File: src/rtl/sfl_pkg.sv
`timescale 1ns/1ps
package sfl_pkg;

  localparam logic [7:0] OP_JEDEC_ID  = 8'h9F;
  localparam logic [7:0] OP_PAIR_ID   = 8'h90;
  localparam logic [7:0] OP_RD_STATUS = 8'h05;
  localparam logic [7:0] OP_WR_STATUS = 8'h01;
  localparam logic [7:0] OP_WR_EN     = 8'h06;
  localparam logic [7:0] OP_WR_ST_EN  = 8'h50;

  typedef enum logic [2:0] {
    ST_OPCODE,
    ST_HEADER,
    ST_WDATA,
    ST_SEND,
    ST_IGNORE
  } sfl_state_e;

  typedef enum logic [1:0] {
    SRC_JEDEC,
    SRC_PAIR,
    SRC_STATUS
  } sfl_src_e;

endpackage

File: src/rtl/sfl_edge_detect.sv
`timescale 1ns/1ps
module sfl_edge_detect (
  input  logic clk,
  input  logic rst_n,
  input  logic sclk,
  input  logic cs_n,
  output logic sclk_rise,
  output logic sclk_fall
);

  logic sclk_q;

  always_ff @(posedge clk or negedge rst_n) begin
    if (!rst_n) sclk_q <= 1'b0;
    else        sclk_q <= sclk;
  end

  assign sclk_rise = sclk & ~sclk_q & ~cs_n;
  assign sclk_fall = ~sclk & sclk_q & ~cs_n;

endmodule

File: src/rtl/sfl_cmd_decode.sv
`timescale 1ns/1ps
module sfl_cmd_decode
  import sfl_pkg::*;
#(
  parameter int DATA_W      = 8,
  parameter int DUMMY_BYTES = 2
) (
  input  logic              clk,
  input  logic              rst_n,
  input  logic              cs_n,
  input  logic              sclk_rise,
  input  logic              sin,
  input  logic              wr_perm,
  output logic              cmd_valid,
  output logic [DATA_W-1:0] cmd_op,
  output logic              wr_go,
  output logic [DATA_W-3:0] wr_prot,
  output logic              send_en,
  output sfl_src_e          src,
  output logic              swap
);

  localparam int HDR_BITS = DATA_W * (DUMMY_BYTES + 1);
  localparam int CNT_W    = $clog2(HDR_BITS + 1);

  sfl_state_e        state_q, state_d;
  logic [CNT_W-1:0]  cnt_q, cnt_d;
  logic [DATA_W-1:0] sh_q, sh_d, sh_nxt;
  sfl_src_e          src_q, src_d;
  logic              swap_q, swap_d;

  assign sh_nxt = {sh_q[DATA_W-2:0], sin};

  always_comb begin
    state_d   = state_q;
    cnt_d     = cnt_q;
    sh_d      = sh_q;
    src_d     = src_q;
    swap_d    = swap_q;
    cmd_valid = 1'b0;
    wr_go     = 1'b0;
    if (cs_n) begin
      state_d = ST_OPCODE;
      cnt_d   = '0;
    end else if (sclk_rise) begin
      sh_d = sh_nxt;
      case (state_q)
        ST_OPCODE: begin
          if (cnt_q == CNT_W'(DATA_W - 1)) begin
            cnt_d     = '0;
            cmd_valid = 1'b1;
            case (sh_nxt)
              OP_JEDEC_ID: begin
                state_d = ST_SEND;
                src_d   = SRC_JEDEC;
              end
              OP_RD_STATUS: begin
                state_d = ST_SEND;
                src_d   = SRC_STATUS;
              end
              OP_PAIR_ID:   state_d = ST_HEADER;
              OP_WR_STATUS: state_d = wr_perm ? ST_WDATA : ST_IGNORE;
              default:      state_d = ST_IGNORE;
            endcase
          end else begin
            cnt_d = cnt_q + 1'b1;
          end
        end
        ST_HEADER: begin
          if (cnt_q == CNT_W'(HDR_BITS - 1)) begin
            cnt_d   = '0;
            state_d = ST_SEND;
            src_d   = SRC_PAIR;
            swap_d  = sin;
          end else begin
            cnt_d = cnt_q + 1'b1;
          end
        end
        ST_WDATA: begin
          if (cnt_q == CNT_W'(DATA_W - 1)) begin
            cnt_d   = '0;
            wr_go   = 1'b1;
            state_d = ST_IGNORE;
          end else begin
            cnt_d = cnt_q + 1'b1;
          end
        end
        default: ;
      endcase
    end
  end

  always_ff @(posedge clk or negedge rst_n) begin
    if (!rst_n) begin
      state_q <= ST_OPCODE;
      cnt_q   <= '0;
      sh_q    <= '0;
      src_q   <= SRC_STATUS;
      swap_q  <= 1'b0;
    end else begin
      state_q <= state_d;
      cnt_q   <= cnt_d;
      sh_q    <= sh_d;
      src_q   <= src_d;
      swap_q  <= swap_d;
    end
  end

  assign cmd_op  = sh_nxt;
  assign wr_prot = sh_nxt[DATA_W-1:2];
  assign send_en = (state_q == ST_SEND);
  assign src     = src_q;
  assign swap    = swap_q;

endmodule

File: src/rtl/sfl_status_reg.sv
`timescale 1ns/1ps
module sfl_status_reg
  import sfl_pkg::*;
#(
  parameter int DATA_W = 8
) (
  input  logic              clk,
  input  logic              rst_n,
  input  logic              cmd_valid,
  input  logic [DATA_W-1:0] cmd_op,
  input  logic              wr_go,
  input  logic [DATA_W-3:0] wr_prot,
  output logic              wr_perm,
  output logic [DATA_W-1:0] st_byte
);

  localparam int PROT_W = DATA_W - 2;

  logic [PROT_W-1:0] prot_q, prot_d;
  logic              wel_q, wel_d;
  logic              perm_q, perm_d;

  always_comb begin
    prot_d = prot_q;
    wel_d  = wel_q;
    perm_d = perm_q;
    if (cmd_valid) begin
      perm_d = (cmd_op == OP_WR_EN) || (cmd_op == OP_WR_ST_EN);
      if (cmd_op == OP_WR_EN) wel_d = 1'b1;
    end
    if (wr_go) begin
      prot_d = wr_prot;
      wel_d  = 1'b0;
    end
  end

  always_ff @(posedge clk or negedge rst_n) begin
    if (!rst_n) begin
      prot_q <= '0;
      wel_q  <= 1'b0;
      perm_q <= 1'b0;
    end else begin
      prot_q <= prot_d;
      wel_q  <= wel_d;
      perm_q <= perm_d;
    end
  end

  assign wr_perm = perm_q;
  assign st_byte = {prot_q, wel_q, 1'b0};

endmodule

File: src/rtl/sfl_out_shifter.sv
`timescale 1ns/1ps
module sfl_out_shifter
  import sfl_pkg::*;
#(
  parameter int              DATA_W = 8,
  parameter logic [DATA_W-1:0] MFR_ID  = 8'h8C,
  parameter logic [DATA_W-1:0] TYPE_ID = 8'h20,
  parameter logic [DATA_W-1:0] CAP_ID  = 8'h16,
  parameter logic [DATA_W-1:0] DEV_ID  = 8'h15
) (
  input  logic              clk,
  input  logic              rst_n,
  input  logic              cs_n,
  input  logic              sclk_fall,
  input  logic              send_en,
  input  sfl_src_e          src,
  input  logic              swap,
  input  logic [DATA_W-1:0] st_byte,
  output logic              sout,
  output logic              sout_oe
);

  localparam int BIT_W = $clog2(DATA_W);

  logic [DATA_W-1:0] sh_q, sh_d, byte_sel;
  logic [BIT_W-1:0]  bit_q, bit_d;
  logic [1:0]        idx_q, idx_d;
  logic              out_q, out_d;
  logic              oe_q, oe_d;
  logic              last_idx;

  always_comb begin
    case (src)
      SRC_JEDEC:  byte_sel = (idx_q == 2'd0) ? MFR_ID :
                             (idx_q == 2'd1) ? TYPE_ID : CAP_ID;
      SRC_PAIR:   byte_sel = (idx_q[0] ^ swap) ? DEV_ID : MFR_ID;
      default:    byte_sel = st_byte;
    endcase
  end

  assign last_idx = (src == SRC_JEDEC) ? (idx_q == 2'd2) : (idx_q == 2'd1);

  always_comb begin
    sh_d  = sh_q;
    bit_d = bit_q;
    idx_d = idx_q;
    out_d = out_q;
    oe_d  = oe_q;
    if (cs_n) begin
      bit_d = '0;
      idx_d = '0;
      oe_d  = 1'b0;
    end else if (sclk_fall && send_en) begin
      oe_d = 1'b1;
      if (bit_q == '0) begin
        out_d = byte_sel[DATA_W-1];
        sh_d  = {byte_sel[DATA_W-2:0], 1'b0};
      end else begin
        out_d = sh_q[DATA_W-1];
        sh_d  = {sh_q[DATA_W-2:0], 1'b0};
      end
      if (bit_q == BIT_W'(DATA_W - 1)) begin
        bit_d = '0;
        idx_d = last_idx ? 2'd0 : idx_q + 2'd1;
      end else begin
        bit_d = bit_q + 1'b1;
      end
    end
  end

  always_ff @(posedge clk or negedge rst_n) begin
    if (!rst_n) begin
      sh_q  <= '0;
      bit_q <= '0;
      idx_q <= '0;
      out_q <= 1'b0;
      oe_q  <= 1'b0;
    end else begin
      sh_q  <= sh_d;
      bit_q <= bit_d;
      idx_q <= idx_d;
      out_q <= out_d;
      oe_q  <= oe_d;
    end
  end

  assign sout    = out_q;
  assign sout_oe = oe_q & ~cs_n;

endmodule

File: src/rtl/sfl_cmd_responder.sv
`timescale 1ns/1ps
module sfl_cmd_responder
  import sfl_pkg::*;
#(
  parameter int                DATA_W      = 8,
  parameter int                DUMMY_BYTES = 2,
  parameter logic [DATA_W-1:0] MFR_ID      = 8'h8C,
  parameter logic [DATA_W-1:0] TYPE_ID     = 8'h20,
  parameter logic [DATA_W-1:0] CAP_ID      = 8'h16,
  parameter logic [DATA_W-1:0] DEV_ID      = 8'h15
) (
  input  logic clk,
  input  logic rst_n,
  input  logic sclk,
  input  logic cs_n,
  input  logic sin,
  output logic sout,
  output logic sout_oe
);

  logic              sclk_rise, sclk_fall;
  logic              cmd_valid, wr_go, wr_perm, send_en, swap;
  logic [DATA_W-1:0] cmd_op, st_byte;
  logic [DATA_W-3:0] wr_prot;
  sfl_src_e          src;

  sfl_edge_detect edge_i (
    .clk       (clk),
    .rst_n     (rst_n),
    .sclk      (sclk),
    .cs_n      (cs_n),
    .sclk_rise (sclk_rise),
    .sclk_fall (sclk_fall)
  );

  sfl_cmd_decode #(
    .DATA_W      (DATA_W),
    .DUMMY_BYTES (DUMMY_BYTES)
  ) dec_i (
    .clk       (clk),
    .rst_n     (rst_n),
    .cs_n      (cs_n),
    .sclk_rise (sclk_rise),
    .sin       (sin),
    .wr_perm   (wr_perm),
    .cmd_valid (cmd_valid),
    .cmd_op    (cmd_op),
    .wr_go     (wr_go),
    .wr_prot   (wr_prot),
    .send_en   (send_en),
    .src       (src),
    .swap      (swap)
  );

  sfl_status_reg #(
    .DATA_W (DATA_W)
  ) st_i (
    .clk       (clk),
    .rst_n     (rst_n),
    .cmd_valid (cmd_valid),
    .cmd_op    (cmd_op),
    .wr_go     (wr_go),
    .wr_prot   (wr_prot),
    .wr_perm   (wr_perm),
    .st_byte   (st_byte)
  );

  sfl_out_shifter #(
    .DATA_W  (DATA_W),
    .MFR_ID  (MFR_ID),
    .TYPE_ID (TYPE_ID),
    .CAP_ID  (CAP_ID),
    .DEV_ID  (DEV_ID)
  ) out_i (
    .clk       (clk),
    .rst_n     (rst_n),
    .cs_n      (cs_n),
    .sclk_fall (sclk_fall),
    .send_en   (send_en),
    .src       (src),
    .swap      (swap),
    .st_byte   (st_byte),
    .sout      (sout),
    .sout_oe   (sout_oe)
  );

endmodule

File: config.mk
export PLATFORM = sky130hd
export DESIGN_NAME = sfl_cmd_responder
export DESIGN_NICKNAME = d
export VERILOG_FILES = /design/src/rtl/sfl_pkg.sv /design/src/rtl/sfl_edge_detect.sv /design/src/rtl/sfl_cmd_decode.sv /design/src/rtl/sfl_status_reg.sv /design/src/rtl/sfl_out_shifter.sv /design/src/rtl/sfl_cmd_responder.sv
export SDC_FILE = /design/constraint.sdc
export NUM_CORES = 1
export LEC_CHECK = 0
export BUFFER_PORTS_ARGS = -buffer_cell sky130_fd_sc_hd__buf_4
export CORE_ASPECT_RATIO = 0.8
export CORE_MARGIN = 2
export CORE_UTILIZATION = 29
export DETAILED_ROUTE_END_ITERATION = 6
export MAX_ROUTING_LAYER = met4
export PLACE_DENSITY = 0.47
export SYNTH_ARGS = -nofsm -noshare
export SYNTH_HDL_FRONTEND = slang
export SYNTH_SLANG_ARGS = --single-unit
File: constraint.sdc
create_clock -name clk -period 4.6 [get_ports clk]
set_input_delay 0.23 -clock clk [delete_from_list [all_inputs] [get_ports clk]]
set_output_delay 0.23 -clock clk [all_outputs]
set_load 0.01 [all_outputs]
# Word level (Yosys, flattened, before mapping)
# Cells that the tools add are included.
[classes]
add_sub_neg = 3
n_eq_ne = 21
muxes = 43
bitwise = 9
reduce_logical = 24
[ops]
columns = ["operator", "n"]
rows = [
  ["$mux W3", 9],
  ["$mux W8", 3],
  ["$mux W5", 4],
  ["$pmux W3 S3", 2],
  ["$eq A8 B3 Y1 const B", 2],
  ["$eq A8 B8 Y1 const B", 2],
  ["$pmux W8 S2", 1],
  ["$mux W1", 14],
  ["$mux W2", 6],
  ["$reduce_bool A2 Y1", 6],
  ["$pmux W5 S2", 1],
  ["$reduce_and A2 Y1", 5],
  ["$ne A3 B2 Y1 const B", 3],
  ["$eq A8 B1 Y1 const B", 1],
  ["$eq A8 B7 Y1 const B", 1],
  ["$pmux W2 S2", 2],
  ["$eq A3 B2 Y1 const B", 2],
  ["$logic_not A3 Y1", 2],
  ["$mux W6", 1],
  ["$reduce_and A6 Y1", 1],
  ["$add A5 B1 Y5 const B", 1],
  ["$and A1 B1 Y1", 5],
  ["$eq A5 B3 Y1 const B", 1],
  ["$eq A5 B5 Y1 const B", 1],
  ["other kinds (18)", 24],
]
[word_totals]
register_bits = 42
output_inout_bits = 2
wordCells = 114

# Depth between registers and ports, before layout
# Gate-level depths: netlist of run 1.
[depth]
word_depth = 7
depth_mapped = 7
ltp_nobuf = 7

# Hierarchy
# A second synthesis of run 1 with hierarchy kept.
[hier_totals]
cells_unflattened = 235
hier_area_um2 = 2371.0
[by_module_without_submodules]
columns = ["mod", "n_inst", "cells_each", "area_per_inst_um2", "seq_area_each_um2"]
rows = [
  ["sfl_cmd_decode", 1, 111, 1077.3, 451.7],
  ["sfl_out_shifter", 1, 93, 854.6, 350.3],
  ["sfl_status_reg", 1, 28, 399.1, 200.2],
  ["sfl_edge_detect", 1, 3, 40.0, 25.0],
]

# Worst setup path after synthesis of run 1
# OpenSTA, ideal clock, no wires.
[synth_path]
path_type = "flip-flop to flip-flop"
from = "register edge_i.sclk_q"
to = "register dec_i.swap_q (netlist: dec_i.swap)"
setup_ns = 0.125
arrival_ns = 1.871
required_time_ns = 4.475
path_slack_ns = 2.603
stages_incl_launch_ff = 6
n_path_buf = 0
synth_period_minus_slack_ns = 1.997
cell_sequence = "dfrtp_1 -> nor3b_4 -> nand2_2 -> or4_4 -> or2_4 -> mux2_4"
[synth_between]
elab_chain_len = 4
[synth_rtl]
columns = ["element", "line", "text"]
rows = [
  ["start, declared", "sfl_edge_detect.sv:11", "logic sclk_q;"],
  ["start signal, assigned", "sfl_edge_detect.sv:15", "else sclk_q <= sclk;"],
  ["$not A1 Y1", "sfl_edge_detect.sv:18", "assign sclk_rise = sclk & ~sclk_q & ~cs_n;"],
  ["$and A1 B1 Y1 (2 in a row)", "sfl_edge_detect.sv:18", ""],
  ["$reduce_and A4 Y1 (no line)", "n/a", ""],
  ["end signal, assigned", "sfl_cmd_decode.sv:105", "swap_q <= swap_d;"],
  ["end, declared", "sfl_cmd_decode.sv:30", "logic swap_q, swap_d;"],
]
# No other way between the ends.
# A chain may end at the register's enable or synchronous reset.

# Worst setup path in the final report of run 1
[layout_path]
from = "register edge_i.sclk_q"
to = "register st_i.prot_q[4]"
[layout_between]
elab_chain_len = 5
[layout_rtl]
columns = ["element", "line", "text"]
rows = [
  ["$not A1 Y1", "sfl_edge_detect.sv:18", ""],
  ["$and A1 B1 Y1 (2 in a row)", "sfl_edge_detect.sv:18", ""],
  ["$mux W1", "sfl_cmd_decode.sv:45", "end else if (sclk_rise) begin"],
  ["$mux W1", "sfl_cmd_decode.sv:42", "if (cs_n) begin"],
  ["end signal, assigned", "sfl_status_reg.sv:43", "prot_q <= prot_d;"],
  ["end, declared", "sfl_status_reg.sv:19", "logic [PROT_W-1:0] prot_q, prot_d;"],
]
# No other way between the ends.

==> metrics.txt, run 1 <==
outcome finished, final reports clean; Area Overhead vs Synth 9.543%; CTS clk-pin slew, worst paths 0.08 ns; Setup TNS 0 ns; Buf/Inv on CP 0; die footprint 8361 µm²; cts bufs inserted 5; post-synthesis sequential area ratio 46.36%; NetSw 249.5 µW; Critical Path Sink Type register; Seq pwr share 54.8%; die span in y 82.19 µm; area leader, netlist dfrtp_1; Async S/R FF share, synth 100.0%; Max IR drop VDD 0.2070 mV; initial core utilization between 20 and 30%; GRT overflow 0; Clk pwr share between 20% and 30%; antenna viol nets, final 0; initial DRC count 57; initial antenna violation count 0; Internal 575.9 µW; routed len/inst around 14 µm; Final Max Tran Viols 0; Setup Viol. Count Final 0; CP peak stage delay 0.47 ns; filler cell count 766; Leakage 1.080 nW; top_reg_cell synth dfrtp_1; FF/Latch Area 1027 µm²; Via density 4.865; mean area per synthesized cell 10.03 µm²; top cells by area, synth dfrtp_1 45%, mux2_2 7.6%, ha_1 4.5%, nand2_1 3.6%, o21ai_0 3.4%; WL final 4473 µm; EDFF count, synth 0; total number of vias 1,586; period utilisation layout 49.00%; synthesized flop and latch total 41; CTS Root Cell clkbuf_8; worst-skew pair later-pin latency 0.29 ns; Final WS setup between 2 and 2.5 ns; CP Class reg -> reg; CTS Buffer Depth 2; Critical Path RT 4.78 ns; Multi-input gate area 1094 µm²; RSZ-0062 raised after global routing false; Total GRT Usage 12.26%; min Tclk post-route 2.254 ns; final net count 234; fmax 0.4436 GHz; crit path cell chain nor3b_4 > nand2_2 > nor4_1 > nand2_1 > mux2_2; Ports 7; combinational share of power 15.7%; Core ar. 7392 µm²; max_slew headroom 47.37%; drt pass-1 iters 4; WP data arrival 2.43 ns; TritonCTS clock tree built; CP delay by family, top simple AND/OR/NAND/NOR gates; DRC violation count after routing 0; largest net degree at the start of global routing 42; Final Hold Fails 0; H-Tree Level Count 2; post-synth net total about 230; count of cell types in the netlist 45; Final Power 825.5 µW; Switching Share a little under a third; Post-CTS Setup Inserts 0; Yosys warning total 0; row count 28; Synth Cell Area 2216 µm²; vias in the first global route 1,478; first-pass GRT wire length between 7000 and 8000 µm; post-layout instance area 2427 µm²; # diodes 0; top-area cell type share of the netlist area 45.17%; Max Cap Violations 0; pre-CTS setup slack 2.364 ns; number of port buffers 6; Worst Max-Slew Pin Slew 0.7872 ns; layout cell share with drive strength beyond 1 between 10% and 20%; Crit Path Max Fanout 8; Final Skew 0.005731 ns; die width 101.7 µm; Detailed Place HPWL 3035 µm; hold crit path type in -> reg; Post-Syn Instances approximately 220; CTS sink cnt 41; Pwr Density 340.1 nW/µm²; placed inst area 2331 µm²; GP Congestion between 0.7 and 0.8; Worst Setup Start Kind register; crit path max-delay cell type nor3b_4
==> kinds of logic (layout without fill, tap and decap cells) <==
| group | after synthesis | count (layout) | share of synthesized area [%] |
|---|---|---|---|
| and+or+nand+nor | 75 | 75 | 18.58 |
| muxes | 20 | 20 | 10.11 |
| xor gates and xnor gates | 6 | 6 | 2.372 |
| DFF | 41 | 41 | 46.36 |
| AOI/OAI and AO/OA | 48 | 48 | 13.78 |
| buffers and inverters | 23 | 23 | 4.291 |
| adders and majority gates | 8 | 8 | 4.517 |
==> cell usage in the layout, fill, tap and decap left out, types with 3 or more instances in the layout <==
cell type,Yosys,final
nor4_1,3,3
inv_1,9,9
nor3_1,8,8
ha_1,8,8
and3_1,3,3
a211oi_1,3,3
mux2_2,15,15
xor2_1,4,4
nor2b_1,4,4
nand2b_1,4,4
clkbuf_8,0,6
mux2i_1,4,4
nand2_1,21,21
o21ai_0,15,15
a21oi_1,13,13
nand3_1,4,4
buf_4,0,6
nor2_1,13,13
dfrtp_1,40,40
==> power by group through the flow <==
| stage | Clock [mW] | Combinational, mW | Sequential, mW |
|---|---|---|---|
| after floorplan | 0 | 0.125 | 0.421 |
| after detailed placement | 0 | 0.130 | 0.460 |
| after global placement | 0 | 0.130 | 0.461 |
| final | 0.244 | 0.129 | 0.452 |
| after global routing | 0.274 | 0.149 | 0.462 |
| after CTS | 0.258 | 0.131 | 0.453 |
==> worst reg2reg max path: stages (launching register included) <==
cell	delay, ns
dfrtp_1	0.44
nor3b_4	0.47
nand2_2	0.11
nor4_1	0.45
nand2_1	0.32
mux2_2	0.34
==> final timing paths <==
path	depth (start not counted)	startpoint	endpoint	slack, ns
setup / recovery	5	edge_i.sclk_q$_DFF_PN0_	st_i.prot_q[4]$_DFFE_PN0P_	2.35
hold / removal	1	sclk	edge_i.sclk_q$_DFF_PN0_	0.06
setup reg to reg	5	edge_i.sclk_q$_DFF_PN0_	st_i.prot_q[4]$_DFFE_PN0P_	2.35
hold reg to reg	2	out_i.sh_q[1]$_DFFE_PN0P_	out_i.sh_q[1]$_DFFE_PN0P_	0.48
max in group asynchronous	2	rst_n	dec_i.sh_q[0]$_DFFE_PN0P_	3.77
min in group asynchronous	2	rst_n	out_i.oe_q$_DFFE_PN0P_	0.44
==> sequential cells by signal (all words and copies together) (netlist names), 2 cells and up <==
| signal | cells |
|---|---|
| dec_i.cnt_q | 5 |
| out_i.idx_q | 2 |
| dec_i.state_q | 3 |
| st_i.prot_q | 6 |
| out_i.sh_q | 7 |
| out_i.bit_q | 3 |
| dec_i.src | 2 |
| dec_i.sh_q | 7 |
==> metrics by stage <==
stage | instances | util (%) | hold slack [ns]
finish | 326 | 32.84 | 0.06266
global route | 326 | 32.84 | 0.05233
CTS | 326 | 32.84 | 0.04879
detailed placement | 318 | 31.53 | 0.2627
global placement | 318 | 31.53 | 0.2623
floorplan | 221 | - | -0.06559
==> area by class of cell <==
class | count | area share (%)
Multi-Input combinational cell | 157 | 45.05
Clock buffer | 7 | 3.557
Tap cell | 105 | 5.412
Inverter | 9 | 1.392
Sequential cell | 41 | 42.32
Timing Repair Buffer | 7 | 2.268
==> timing repair <==
action | 4_1_cts | 5_1_grt
gates resized for setup | 0 | 0
hold endpoints to repair | 40 | 0
hold buffers | 1 | 0
==> cells in the mapped netlist, types with 3 or more instances <==
cell / number
mux2i_1: 4
nor3_1: 8
clkbuf_1: 12
nand2_1: 21
nor2_1: 13
inv_1: 9
o21ai_0: 15
and3_1: 3
nor2b_1: 4
dfrtp_1: 40
xor2_1: 4
nor4_1: 3
nand2b_1: 4
a211oi_1: 3
ha_1: 8
nand3_1: 4
mux2_2: 15
a21oi_1: 13
==> layer usage <==
metal	share of wire (%)	global-route usage, %
met1	56	17.87
met2	39	16.18
met3	2.9	2.778
met4	1.3	4.865
met5	0	-
(Power assumes the default switching activity.)
==> run 2: changes to the inputs <==
clock period = 2.22 ns   (was 4.6 ns; I/O delays follow)
==> run 2 against run 1 <==
Against the previous run:
- critical path depth rose by 1
- first-iteration DRC count decreased by 14%
- sequential cell count did not move
- via count down 0.69%
- utilization up 0.85 points
- die area stayed put
- clock skew down 0.00086 ns
- sequential power up 110%
==> metrics.txt, run 2 (synthesis gave the netlist of run 1 again) <==
filler cell count 750 (-2.1%); CTS clk-pin slew, worst paths 0.08 ns (about the same); die width 101.7 µm (unchanged); placed inst area 2369 µm² (+1.6%); initial antenna violation count 0 (unchanged); GP Congestion 0.7373 (-1.9%); Area Overhead vs Synth 12.37%; final non-filler cell total 333 (+2.1%); Worst Setup Start Kind register; cts bufs inserted 5 (unchanged); WL final 4400 µm (-1.6%); die footprint 8361 µm² (unchanged); CTS sink cnt 41 (unchanged); Pwr Density 707.0 nW/µm² (+110%); Critical Path Sink Type register; most common cell after layout, fill and taps aside dfrtp_1; Final WS setup 0.2012 ns (-2.145 ns); total number of vias 1,575 (-0.69%); Core ar. 7392 µm² (unchanged); post-layout instance area 2490 µm² (+2.6%); final net count 240 (+2.6%); Detailed Place HPWL 3040 µm (+0.14%); Largest regs dec_i.sh_q (7), out_i.sh_q (7), st_i.prot_q (6); Max IR drop VDD 0.3376 mV (+63%); CTS Root Cell clkbuf_8; R2R Setup Slk 0.20 ns (-2.14 ns); CTS Buffer Depth 2 (unchanged); drt pass-1 iters 4 (unchanged); CP Class reg -> reg; routed len/inst 13.21 µm (-3.7%); initial core utilization 29.98% (unchanged); Setup TNS 0 ns (unchanged); Total GRT Usage 12.33% (+0.068 points); WP data arrival 2.20 ns (-0.23 ns); Final Skew 0.004873 ns (-0.0008576 ns); largest net degree at the start of global routing 42 (unchanged); DRC violation count after routing 0 (unchanged); fmax 0.4954 GHz (+12%); pre-CTS setup slack 0.2120 ns (-2.152 ns); hold crit path type in -> reg; number of port buffers 6 (unchanged); antenna viol nets, final 0 (unchanged); Final Hold Fails 0 (unchanged); # diodes 0 (unchanged); most frequent cells in the layout 40 x dfrtp_1, 21 x nand2_1, 15 x o21ai_0, 15 x mux2_2; RSZ-0062 raised after global routing false; Via density 4.730 (-2.8%); Leakage 1.119 nW (+3.7%); Final Max Tran Viols 0 (unchanged); vias in the first global route 1,520 (+2.8%); Max Cap Violations 0 (unchanged); Ports 7 (unchanged); Critical Path RT 2.41 ns (-2.37 ns); CP startpoint dec_i.cnt_q[0]$_DFFE_PN0P_; H-Tree Level Count 2 (unchanged); CP endpoint dec_i.swap$_DFFE_PN0P_; Setup Viol. Count Final 0 (unchanged); row count 28 (unchanged); Reg2Reg Launch Point dec_i.cnt_q[0]$_DFFE_PN0P_; outcome finished, final reports clean; initial DRC count 49 (-14%); hold wc startpoint cs_n; GRT overflow 0 (unchanged); period utilisation layout 90.94% (+42 points); min Tclk post-route 2.019 ns (-0.2354 ns); Crit Path Max Fanout 4 (-4); Worst R2R End dec_i.swap$_DFFE_PN0P_; layout cell share with drive strength beyond 1 18.42% (+2.6 points); max_slew headroom 64.56% (+17 points); first-pass GRT wire length 7714 µm (+1.3%); Placed Cells 323 (+1.6%); TritonCTS clock tree built; die span in y 82.19 µm (unchanged); Worst Max-Slew Pin Slew 0.5316 ns (-0.2556 ns); Hold WS 0.1289 ns (+0.06624 ns); FF-to-FF path depth 6 (+1); worst-skew pair later-pin latency 0.29 ns (about the same)
==> run 2: cell count changes in the layout (fill, tap and decap cells not counted), sizes merged <==
cell         previous run  this run
buf                     6        11
clkinv                  0         1
dlygate4sd3             1         2
==> run 2: repair_timing <==
action	4_1_cts	5_1_grt
buffers inserted	0	0
hold buffers	2	0
setup endpoints to repair	0	0
endpoints found under the hold margin	41	0
resized for setup	0	0
==> run 2: where the power goes <==
part / internal, mW / switching, mW
clock network: 0.281 / 0.269
registers: 0.809 / 0.134
logic: 0.139 / 0.128
total: 1.23 / 0.531
==> run 2: critical path, stage by stage, from the launching register on <==
cell     delay [ns]
dfrtp_1        0.38
ha_1           0.20
and3b_1        0.24
nand2_2        0.07
or4_4          0.49
or2_4          0.25
mux2_4         0.29
==> run 2: metal layers <==
| metal | vias up | routed length, µm | part of all wire [%] | GRT usage (%) |
|---|---|---|---|---|
| li1 | 801 | - | - | - |
| met1 | 738 | 2452 | 56 | 17.79 |
| met2 | 31 | 1724 | 39 | 16.71 |
| met3 | 5 | 179 | 4.1 | 3.030 |
| met4 | 0 | 44 | 1.0 | 4.054 |
| met5 | - | 0 | 0 | - |
==> run 2: final cells by class <==
cell class	count	area [µm²]	area share (%)
Sequential cell	41	1027	41.26
Timing Repair Buffer	13	102.6	4.121
Clock inverter	1	5.005	0.2010
Multi-Input combinational cell	157	1094	43.92
Tap cell	105	131.4	5.276
Inverter	9	33.78	1.357
Clock buffer	7	96.34	3.869
==> run 2: how the worst min path moves through the flow <==
| stage | endpoint | slack (ns) | depth (start not counted) |
|---|---|---|---|
| 2_1_floorplan | dec_i.cnt_q[0]$_DFFE_PN0P_ | -0.18 | 0 |
| 3_3_place_gp | out_i.oe_q$_DFFE_PN0P_ | 0.13 | 1 |
| 3_5_place_dp | out_i.oe_q$_DFFE_PN0P_ | 0.14 | 1 |
| 4_1_cts | out_i.bit_q[0]$_DFFE_PN0P_ | 0.12 | 2 |
| 5_1_grt | dec_i.state_q[1]$_DFFE_PN0P_ | 0.13 | 2 |
| 6_report | dec_i.cnt_q[4]$_DFFE_PN0P_ | 0.13 | 2 |
==> run 2: per-stage QoR <==
stage / util [%] / total power [mW]
floorplan: - / 1.132
global placement: 32.04 / 1.219
detailed placement: 32.04 / 1.223
CTS: 33.68 / 1.787
global route: 33.68 / 1.872
finish: 33.68 / 1.760
==> run 3: changes to the inputs <==
RECOVER_POWER = 25   (was not set)
==> run 3 against run 2 <==
Against the previous run:
- sequential cell count unchanged
- final cell count unchanged
- fmax rose by 0.18%
- critical path type unchanged
==> metrics.txt, run 3 (synthesis gave the netlist of run 1 again) <==
outcome finished, final reports clean; period utilisation layout 90.77% (-0.16 points); max_slew headroom 30.02% (-35 points); RSZ-0062 raised after global routing false; combinational share of power 15.1% (about the same); initial antenna violation count 0 (unchanged); FF-to-FF path depth 6 (unchanged); Final Max Tran Viols 0 (unchanged); total number of vias 1,577 (+0.13%); row count 28 (unchanged); GRT overflow 0 (unchanged); Final WS setup 0.2049 ns (+0.003625 ns); cts bufs inserted 5 (unchanged); fmax 0.4962 GHz (+0.18%); routed len/inst 13.15 µm (-0.45%); Clk pwr share 31.2% (about the same); Ports 7 (unchanged); Final Hold Fails 0 (unchanged); Worst Max-Slew Pin Slew 1.050 ns (+0.5181 ns); Seq pwr share 53.7% (about the same); Max Cap Violations 0 (unchanged); Total GRT Usage 12.33% (unchanged); Critical Path RT 2.41 ns (about the same); Detailed Place HPWL 3040 µm (unchanged); Leakage 1.115 nW (-0.38%); CTS Root Cell clkbuf_8; most common cell after layout, fill and taps aside dfrtp_1; Pwr Density 708.0 nW/µm² (+0.14%); Resized cells post-CTS 0 (unchanged); GP Congestion 0.7373 (unchanged); min Tclk post-route 2.015 ns (-0.003625 ns); layout cell share with drive strength beyond 1 17.98% (-0.44 points); Setup TNS 0 ns (unchanged); WP data arrival 2.20 ns (about the same); Setup Viol. Count Final 0 (unchanged); TritonCTS clock tree built; antenna viol nets, final 0 (unchanged); WHS Path Cells 2 (unchanged); number of port buffers 6 (unchanged); Crit Path Max Fanout 4 (unchanged); initial DRC count 49 (unchanged); CTS sink cnt 41 (unchanged); NetSw 530.2 µW (-0.11%); CP Class reg -> reg; worst-skew pair later-pin latency 0.29 ns (about the same); # diodes 0 (unchanged); Placed Cells 323 (unchanged); Internal 1.228 mW (-0.12%); die span in y 82.19 µm (unchanged); first-pass GRT wire length 7714 µm (unchanged); hold crit path type in -> reg; Hold Crit Endpoint out_i.bit_q[0]$_DFFE_PN0P_; Reg2Reg Launch Point dec_i.cnt_q[0]$_DFFE_PN0P_; Largest regs dec_i.sh_q (7), out_i.sh_q (7), st_i.prot_q (6); Core ar. 7392 µm² (unchanged); Switching Share 30.15% (about the same); CTS Buffer Depth 2 (unchanged); die footprint 8361 µm² (unchanged); pre-CTS setup slack 0.2120 ns (unchanged); Final Skew 0.005079 ns (+0.0002054 ns); CTS clk-pin slew, worst paths 0.08 ns (about the same); largest net degree at the start of global routing 42 (unchanged); most frequent cells in the layout 40 x dfrtp_1, 21 x nand2_1, 15 x o21ai_0, 15 x mux2_2; Worst R2R End dec_i.swap$_DFFE_PN0P_; drt pass-1 iters 4 (unchanged); H-Tree Level Count 2 (unchanged); hold wc startpoint cs_n; initial core utilization 29.98% (unchanged); R2R Setup Slk 0.20 ns (about the same); final net count 240 (unchanged); Area Overhead vs Synth 12.08%; die width 101.7 µm (unchanged); Critical Path Sink Type register; vias in the first global route 1,520 (unchanged); Max IR drop VDD 0.3395 mV (+0.55%); Worst Setup Start Kind register; Via density 4.736 (+0.13%); DRC violation count after routing 0 (unchanged); final non-filler cell total 333 (unchanged); WL final 4380 µm (-0.45%)
## run 3: cell types whose count changed in the layout (fill, tap and decap cells not counted), sizes merged
cell    previous run  this run
buf               11         9
clkbuf             7         9
## run 3: routing by layer
| metal | track usage (%) | routed length, µm |
|---|---|---|
| met4 | 4.054 | 44 |
| met3 | 3.030 | 177 |
| met2 | 16.71 | 1706 |
| met5 | - | 0 |
| met1 | 17.79 | 2452 |
## run 3: layout make-up
type | count | area (µm²)
Clock buffer | 7 | 96.34
Clock inverter | 1 | 5.005
Fill cell | 748 | 4908
Inverter | 9 | 33.78
Multi-Input combinational cell | 157 | 1094
Sequential cell | 41 | 1027
Tap cell | 105 | 131.4
Timing Repair Buffer | 13 | 96.34
## run 3: worst max path at each step
stage	start	endpoint	slack, ns
after detailed placement	dec_i.cnt_q[0]$_DFFE_PN0P_	dec_i.swap$_DFFE_PN0P_	0.21
after global routing	sclk	dec_i.cnt_q[4]$_DFFE_PN0P_	0.11
final	dec_i.cnt_q[0]$_DFFE_PN0P_	dec_i.swap$_DFFE_PN0P_	0.20
after global placement	dec_i.cnt_q[0]$_DFFE_PN0P_	dec_i.swap$_DFFE_PN0P_	0.23
after floorplan	edge_i.sclk_q$_DFF_PN0_	dec_i.swap$_DFFE_PN0P_	0.22
after CTS	dec_i.cnt_q[0]$_DFFE_PN0P_	dec_i.swap$_DFFE_PN0P_	0.21
## run 3: per-stage QoR
step / hold WS (ns) / utilization (%) / total power [mW] / instance area (µm²)
floorplan: -0.1846 / - / 1.132 / 2216
global placement: 0.1330 / 32.04 / 1.219 / 2369
detailed placement: 0.1379 / 32.04 / 1.223 / 2369
CTS: 0.1156 / 33.68 / 1.787 / 2490
global route: 0.1253 / 33.60 / 1.870 / 2484
finish: 0.1295 / 33.60 / 1.758 / 2484
## run 3: power by group through the flow
stage / combinational (mW) / sequential, mW / clock (mW)
3_3_place_gp: 0.266 / 0.953 / 0
4_1_cts: 0.271 / 0.940 / 0.576
2_1_floorplan: 0.258 / 0.873 / 0
6_report: 0.265 / 0.944 / 0.549
3_5_place_dp: 0.268 / 0.955 / 0
5_1_grt: 0.308 / 0.955 / 0.607
## run 3: repair_timing
item | in CTS | in global routing
endpoints found under the hold margin | 41 | 0
buffers inserted | 0 | 0
hold buffers | 2 | 0
## run 3: critical path, stage by stage, from the launching register on
cell and delay (ns):
dfrtp_1 0.38, ha_1 0.19, and3b_1 0.24, nand2_2 0.07
or4_4 0.49, or2_4 0.25, mux2_4 0.29
